### config.mk
export PLATFORM = sky130hd
export DESIGN_NAME = pwr_req_ctrl
export DESIGN_NICKNAME = d
export VERILOG_FILES = /design/src/rtl/pwr_req_pkg.sv /design/src/rtl/preq_sync.sv /design/src/rtl/preq_filter.sv /design/src/rtl/preq_hold.sv /design/src/rtl/preq_fsm.sv /design/src/rtl/pwr_req_ctrl.sv
export SDC_FILE = /design/constraint.sdc
export NUM_CORES = 1
export LEC_CHECK = 0
export BUFFER_PORTS_ARGS = -buffer_cell sky130_fd_sc_hd__buf_4
export CAP_MARGIN = 20
export CORE_MARGIN = 1
export CORE_UTILIZATION = 50
export CTS_BUF_LIST = sky130_fd_sc_hd__clkbuf_8
export DETAILED_ROUTE_END_ITERATION = 10
export PLACE_DENSITY = 0.68
export SLEW_MARGIN = 20
export SYNTH_ARGS = -nofsm -noshare
export SYNTH_HDL_FRONTEND = slang
export SYNTH_HIERARCHICAL = 1
export SYNTH_SLANG_ARGS = --single-unit
### constraint.sdc
create_clock -name clk -period 3.3 [get_ports clk]
set_input_delay 0.66 -clock clk [delete_from_list [all_inputs] [get_ports clk]]
set_output_delay 0.66 -clock clk [all_outputs]
set_load 0.01 [all_outputs]
### src/rtl/pwr_req_pkg.sv
package pwr_req_pkg;

  localparam logic [1:0] MODE_LEVEL  = 2'd0;
  localparam logic [1:0] MODE_BUTTON = 2'd1;
  localparam logic [1:0] MODE_SENSE  = 2'd2;

  typedef enum logic [1:0] {
    ST_OFF,
    ST_RAMP_UP,
    ST_ON,
    ST_RAMP_DN
  } req_state_e;

  function automatic int max_of3(input int a, input int b, input int c);
    int m;
    m = (a > b) ? a : b;
    return (m > c) ? m : c;
  endfunction

endpackage

### src/rtl/preq_sync.sv
module preq_sync #(
  parameter int STAGES = 2
) (
  input  logic clk,
  input  logic rst,
  input  logic din,
  output logic dout
);

  logic [STAGES-1:0] chain;

  generate
    if (STAGES == 1) begin : g_one
      always_ff @(posedge clk) begin
        if (rst) chain <= '0;
        else     chain <= din;
      end
    end else begin : g_many
      always_ff @(posedge clk) begin
        if (rst) chain <= '0;
        else     chain <= {chain[STAGES-2:0], din};
      end
    end
  endgenerate

  assign dout = chain[STAGES-1];

endmodule

### src/rtl/preq_filter.sv
module preq_filter #(
  parameter int CW = 7
) (
  input  logic          clk,
  input  logic          rst,
  input  logic          clr,
  input  logic          lvl,
  input  logic [CW-1:0] thr_set,
  input  logic [CW-1:0] thr_clr,
  output logic          state
);

  logic [CW-1:0] cnt;
  logic [CW-1:0] thr_cur;
  logic [CW:0]   cnt_next;

  always_comb begin
    thr_cur  = state ? thr_clr : thr_set;
    cnt_next = {1'b0, cnt} + 1'b1;
  end

  always_ff @(posedge clk) begin
    if (rst || clr) begin
      state <= 1'b0;
      cnt   <= '0;
    end else if (lvl == state) begin
      cnt <= '0;
    end else if (cnt_next >= {1'b0, thr_cur}) begin
      state <= lvl;
      cnt   <= '0;
    end else begin
      cnt <= cnt_next[CW-1:0];
    end
  end

  AST_FILT_FOLLOWS_LVL: assert property (@(posedge clk) disable iff (rst)
    (state != $past(state)) && !$past(clr) |-> ($past(lvl) == state))
    else $error("filter changed against its input");

  AST_FILT_CLR_OFF: assert property (@(posedge clk) disable iff (rst)
    $past(clr) |-> !state)
    else $error("filter not cleared");

endmodule

### src/rtl/preq_hold.sv
module preq_hold #(
  parameter int CW = 7
) (
  input  logic          clk,
  input  logic          rst,
  input  logic          run,
  input  logic [CW-1:0] thr,
  output logic          done
);

  logic [CW-1:0] cnt;
  logic [CW:0]   cnt_next;

  assign cnt_next = {1'b0, cnt} + 1'b1;

  always_ff @(posedge clk) begin
    if (rst || !run) begin
      cnt  <= '0;
      done <= 1'b0;
    end else if (!done) begin
      if (cnt_next >= {1'b0, thr}) done <= 1'b1;
      else                         cnt  <= cnt_next[CW-1:0];
    end
  end

  AST_HOLD_NEEDS_RUN: assert property (@(posedge clk) disable iff (rst)
    done |-> $past(run))
    else $error("hold timer done without run");

endmodule

### src/rtl/preq_fsm.sv
module preq_fsm
  import pwr_req_pkg::*;
(
  input  logic clk,
  input  logic rst,
  input  logic is_pb,
  input  logic dg_on,
  input  logic pressed_raw,
  input  logic hold_done,
  input  logic por_good,
  input  logic sw_off_req,
  input  logic fault_evt,
  input  logic cold_rst_evt,
  input  logic fsd_en,
  input  logic seq_active,
  output logic swoff_fast,
  output logic hold_run,
  output logic pu_start,
  output logic pd_start,
  output logic src_pin,
  output logic src_fsd
);

  req_state_e st;
  logic need_edge, seen_off, restart, first_done, pb_armed;
  logic fsd_go, restart_go, pin_go, go, abort, pin_off;

  always_comb begin
    fsd_go     = fsd_en && !first_done && por_good;
    restart_go = restart && por_good && (is_pb || dg_on);
    pin_go     = por_good && dg_on && (!need_edge || seen_off);
    go         = fsd_go || restart_go || pin_go;
    abort      = fault_evt || cold_rst_evt;
    pin_off    = is_pb ? hold_done : !dg_on;
  end

  assign hold_run = is_pb && pb_armed && (st == ST_ON) && pressed_raw;

  always_ff @(posedge clk) begin
    if (rst) begin
      st         <= ST_OFF;
      need_edge  <= 1'b0;
      seen_off   <= 1'b0;
      restart    <= 1'b0;
      first_done <= 1'b0;
      pb_armed   <= 1'b0;
      swoff_fast <= 1'b0;
      pu_start   <= 1'b0;
      pd_start   <= 1'b0;
      src_pin    <= 1'b0;
      src_fsd    <= 1'b0;
    end else begin
      pu_start <= 1'b0;
      pd_start <= 1'b0;
      src_pin  <= 1'b0;
      src_fsd  <= 1'b0;
      case (st)
        ST_OFF: begin
          if (go) begin
            pu_start   <= 1'b1;
            src_fsd    <= fsd_go;
            src_pin    <= !fsd_go && !restart_go;
            first_done <= 1'b1;
            restart    <= 1'b0;
            need_edge  <= 1'b0;
            seen_off   <= 1'b0;
            swoff_fast <= 1'b0;
            st         <= ST_RAMP_UP;
          end else if (!dg_on) begin
            seen_off <= 1'b1;
          end
        end
        ST_RAMP_UP: begin
          if (abort) begin
            restart   <= 1'b1;
            need_edge <= 1'b0;
            st        <= ST_RAMP_DN;
          end else if (seq_active) begin
            pb_armed <= 1'b0;
            st       <= ST_ON;
          end
        end
        ST_ON: begin
          if (abort) begin
            restart   <= 1'b1;
            need_edge <= 1'b0;
            st        <= ST_RAMP_DN;
          end else if (sw_off_req || pin_off) begin
            pd_start   <= 1'b1;
            need_edge  <= 1'b1;
            seen_off   <= 1'b0;
            restart    <= 1'b0;
            swoff_fast <= sw_off_req && !is_pb;
            st         <= ST_RAMP_DN;
          end else if (is_pb && !dg_on) begin
            pb_armed <= 1'b1;
          end
        end
        default: begin
          if (!dg_on) seen_off <= 1'b1;
          if (!seq_active) st <= ST_OFF;
        end
      endcase
    end
  end

  AST_PU_SINGLE: assert property (@(posedge clk) disable iff (rst)
    pu_start |=> !pu_start)
    else $error("pu_start longer than one cycle");

  AST_PD_SINGLE: assert property (@(posedge clk) disable iff (rst)
    pd_start |=> !pd_start)
    else $error("pd_start longer than one cycle");

  AST_NO_BOTH: assert property (@(posedge clk) disable iff (rst)
    !(pu_start && pd_start))
    else $error("both requests at once");

  AST_PU_NEEDS_POR: assert property (@(posedge clk) disable iff (rst)
    pu_start |-> $past(por_good))
    else $error("power-up without por_good");

  AST_SRC_WITH_PU: assert property (@(posedge clk) disable iff (rst)
    (src_pin || src_fsd) |-> pu_start)
    else $error("source flag without power-up");

  AST_SRC_EXCL: assert property (@(posedge clk) disable iff (rst)
    !(src_pin && src_fsd))
    else $error("two source flags");

  AST_ABORT_NO_PD: assert property (@(posedge clk) disable iff (rst)
    $past(fault_evt || cold_rst_evt) |-> !pd_start)
    else $error("power-down pulse after fault");

endmodule

### src/rtl/pwr_req_ctrl.sv
module pwr_req_ctrl
  import pwr_req_pkg::*;
#(
  parameter int SYNC_STAGES = 2,
  parameter int RISE_BASE   = 4,
  parameter int FALL_BASE   = 8,
  parameter int SWOFF_FALL  = 3,
  parameter int PB_REL      = 3,
  parameter int PB_OFF      = 40
) (
  input  logic       clk,
  input  logic       rst,
  input  logic       pin_raw,
  input  logic [1:0] mode_sel,
  input  logic [1:0] degl_sel,
  input  logic       por_good,
  input  logic       sw_off_req,
  input  logic       fault_evt,
  input  logic       cold_rst_evt,
  input  logic       fsd_en,
  input  logic       seq_active,
  output logic       pu_start,
  output logic       pd_start,
  output logic       pu_src_pin,
  output logic       pu_src_fsd
);

  localparam int MAX_T = max_of3(max_of3(RISE_BASE << 3, FALL_BASE << 3, PB_OFF),
                                 SWOFF_FALL, PB_REL);
  localparam int CW    = $clog2(MAX_T + 1);

  logic          pin_s;
  logic          is_pb, is_sense;
  logic [CW-1:0] rise_sel, fall_sel, thr_on, thr_off;
  logic          filt_lvl, filt_clr, dg_on;
  logic          swoff_fast, hold_run, hold_done;

  preq_sync #(.STAGES(SYNC_STAGES)) u_sync (
    .clk (clk),
    .rst (rst),
    .din (pin_raw),
    .dout(pin_s)
  );

  always_comb begin
    is_pb    = (mode_sel == MODE_BUTTON);
    is_sense = (mode_sel == MODE_SENSE);
    rise_sel = CW'(RISE_BASE) << degl_sel;
    fall_sel = CW'(FALL_BASE) << degl_sel;
    thr_on   = is_sense ? CW'(1) : rise_sel;
    if (is_pb)           thr_off = CW'(PB_REL);
    else if (swoff_fast) thr_off = CW'(SWOFF_FALL);
    else                 thr_off = fall_sel;
    filt_lvl = is_pb ? !pin_s : pin_s;
    filt_clr = is_pb && !por_good;
  end

  preq_filter #(.CW(CW)) u_filt (
    .clk    (clk),
    .rst    (rst),
    .clr    (filt_clr),
    .lvl    (filt_lvl),
    .thr_set(thr_on),
    .thr_clr(thr_off),
    .state  (dg_on)
  );

  preq_hold #(.CW(CW)) u_hold (
    .clk (clk),
    .rst (rst),
    .run (hold_run),
    .thr (CW'(PB_OFF)),
    .done(hold_done)
  );

  preq_fsm u_fsm (
    .clk         (clk),
    .rst         (rst),
    .is_pb       (is_pb),
    .dg_on       (dg_on),
    .pressed_raw (!pin_s),
    .hold_done   (hold_done),
    .por_good    (por_good),
    .sw_off_req  (sw_off_req),
    .fault_evt   (fault_evt),
    .cold_rst_evt(cold_rst_evt),
    .fsd_en      (fsd_en),
    .seq_active  (seq_active),
    .swoff_fast  (swoff_fast),
    .hold_run    (hold_run),
    .pu_start    (pu_start),
    .pd_start    (pd_start),
    .src_pin     (pu_src_pin),
    .src_fsd     (pu_src_fsd)
  );

endmodule

==> results.yml <==
timing:
  rsz0062_at_grt: "no"
  setup_viol: 0
  worst_pin_slew_ns: 0.698
  setup_tns_ns: 0
  slew_headroom: 0.534
  hold_violations: 0
  finalClockSkew_ns: 0.00516
  period_minus_slack_ns: 2.60
  period_share: 0.788
  holdWs_ns: 0.450
  fmax_mhz: 385
  final-max-slew-violation-count: 0
place:
  gp_congestion: 0.843
  dp_hpwl_mm: 2.97
  io_buffer_count: 16
die:
  die-area_mm2: 0.00451
  fp.dieW_um: 67.1
  io-pin-count: 17
  core.rowCount: 23
  fp.dieH_um: 67.1
  initial_core_util: 0.526
  core_mm2: 0.00403
worst_setup_path:
  slowest_delay_ns: 0.55
  slowest_stage: "or4_1"
  end_kind: "register"
  critical_path_class: "reg -> reg"
  reg2reg_slack_ns: 0.70
  crit_top_cell: "ha_1"
  start_kind: "register"
  worstPathMaxFanout: 11
  cp_cell_sequence: "ha_1 -> nand3_2 -> or2_1 -> xnor2_1 -> ha_1 -> nand2_1 -> o21ai_1 -> or4_1 -> a21oi_1"
  critPathRequiredTime_ns: 3.51
  cp.arrival_ns: 2.81
synth:
  yosysWarnings: 6
  synthArstFlopShare: 0
  synth_seq_cells: 30
  synth-edff-count: 0
  yosysSeqAreaShare: 0.283
  yosysUniqueCellTypes: 64
  synth_top_flop_cell: "dfxtp_1"
  synthCells: 241
  avgSynthCellArea_um2: 8.80
  netlist_area_mm2: 0.00212
detailed_routing:
  ant_nets: 0
  via_per_inst: 5.47
  vias: 1717
  drt_iter0_drc: 85
  wirelength_mm: 3.87
  drt_pre_antenna_iters: 4
  wl_per_cell_um: 12.3
  route.detailed.drc: 0
clock_tree:
  cts_hold_buffers: 0
  clock_latency_ns: 0.27
  cts_made_buffers: 5
  cts_tree: "done"
  path_clk_slew_ns: 0.06
  cts_setup_buffers: 0
  cts_max_path_buffers: 2
  clock-sinks: 30
  cts.htree.levels: 2
  cts_repair_resize_count: 0
  root_buffer: "clkbuf_8"
grt:
  antenna_found_initial: 0
  grt_pass1_wl_mm: 6.80
  grt.overflow.total: 0
  grt_max_degree: 19
  first_global_vias: 1582
  grt_use_total: 0.200
power:
  leakage_nw: 0.990
  p_per_area_mw_per_mm2: 418
  p_total_w: 0.000991
  ir_worst_vdd_mv: 0.269
final_layout:
  syn_to_final_growth_pct: 11.7
  layout_common_cells: "dfxtp_1 (30), ha_1 (20), inv_1 (19)"
  antenna_cells: 0
  drive_gt1_frac: 0.159
  layout_commonest_cell: "dfxtp_1"
  final_nets: 297
outcome:
  status: "completed"
job:
  cap_violations: 0
worst_hold_path:
  worstHoldPathType: "reg -> reg"
## metal layers
metal  vias to the layer above  global-route usage  routed length [µm]
li1                        906                   -                   -
met1                       773               0.245                1850
met2                        29               0.324                1810
met3                         9              0.0565                 132
met4                         0              0.0878                  78
met5                         -                   0                   0
## Yosys cell counts, types with 2 or more instances
cell | number | area share
a211oi_1 | 2 | 0.0071
a21o_1 | 2 | 0.0071
a21oi_1 | 14 | 0.033
a31oi_1 | 3 | 0.0089
a41o_1 | 2 | 0.0094
and2b_1 | 2 | 0.0071
buf_2 | 2 | 0.0047
clkbuf_1 | 4 | 0.0071
conb_1 | 2 | 0.0035
dfxtp_1 | 30 | 0.28
ha_1 | 20 | 0.12
inv_1 | 17 | 0.030
mux2i_1 | 8 | 0.038
nand2_1 | 11 | 0.019
nand2b_1 | 8 | 0.024
nand3_1 | 3 | 0.0071
nand3_2 | 3 | 0.014
nor2_1 | 13 | 0.023
nor2_2 | 3 | 0.0089
nor2b_1 | 10 | 0.029
nor3_1 | 5 | 0.012
nor4b_1 | 2 | 0.0083
o2111ai_1 | 2 | 0.0083
o211ai_1 | 4 | 0.014
o21a_1 | 4 | 0.014
o21ai_0 | 8 | 0.019
o21ai_1 | 2 | 0.0047
o31ai_1 | 4 | 0.014
or2_1 | 2 | 0.0059
or2_2 | 2 | 0.0059
or4_1 | 4 | 0.014
xnor2_1 | 8 | 0.033
xor2_1 | 4 | 0.017
## final timing paths
| path | from | cells past startpoint | end |
|---|---|---|---|
| max | u_hold/cnt[0] | 9 | u_hold/cnt[4] |
| max reg2reg | u_hold/cnt[0] | 9 | u_hold/cnt[4] |
| min reg2reg | u_sync/chain[0] | 1 | u_sync/chain[1] |
| min | u_sync/chain[0] | 1 | u_sync/chain[1] |
## cell families after synthesis
group	after synthesis	share of synthesized area
adder cells (fa/ha/maj)	20	0.118
other	2	0.00354
multiplexers	10	0.0501
AO/OA/AOI/OAI	58	0.198
XOR/XNOR	12	0.0496
AND/OR/NAND/NOR	83	0.245
buffers and inverters	26	0.0525
flip-flops	30	0.283
## area by class of cell
class                           instances  area [µm²]
Fill cell                             380        1660
Multi-Input combinational cell        193        1440
Sequential cell                        30         601
Timing Repair Buffer                   17         128
Clock buffer                            5        68.8
Inverter                               17        63.8
Tap cell                               50        62.6
Clock inverter                          2        7.51
## flip-flops by register name (all words and copies together) (netlist names)
| register | flops |
|---|---|
| u_fsm/pb_armed | 1 |
| u_sync/chain | 2 |
| u_fsm/seen_off | 1 |
| u_hold/done | 1 |
| u_fsm/st | 2 |
| u_fsm/first_done | 1 |
| u_fsm/swoff_fast | 1 |
| u_fsm/src_fsd | 1 |
| u_fsm/src_pin | 1 |
| u_fsm/restart | 1 |
| u_hold/cnt | 7 |
| u_filt/cnt | 7 |
| u_fsm/need_edge | 1 |
| u_fsm/pd_start | 1 |
| u_fsm/pu_start | 1 |
| u_filt/state | 1 |
## report_power, final
part           internal [W]  switching [W]
Sequential         0.000395      0.0000227
Combinational      0.000140       0.000168
Clock              0.000139       0.000127
## per-stage QoR
stage          utilization  worst slack (ns)  area, µm²  instances
4_1_cts              0.588             0.724       2370        314
3_3_place_gp         0.569             0.840       2290        307
5_1_grt              0.588             0.548       2370        314
3_5_place_dp         0.569             0.744       2290        307
6_report             0.588             0.700       2370        314
2_1_floorplan            -             0.955       2150        249
## worst max-delay path: cells and delay by family, from the launching register on
family,cells,cell delay [ns]
adders and majority gates,2,0.53
AOI/OAI and AO/OA,2,0.37
DFF,1,0.40
and+or+nand+nor,4,1.05
xor gates and xnor gates,1,0.17
Note: power is estimated with default switching activity, not from simulation.
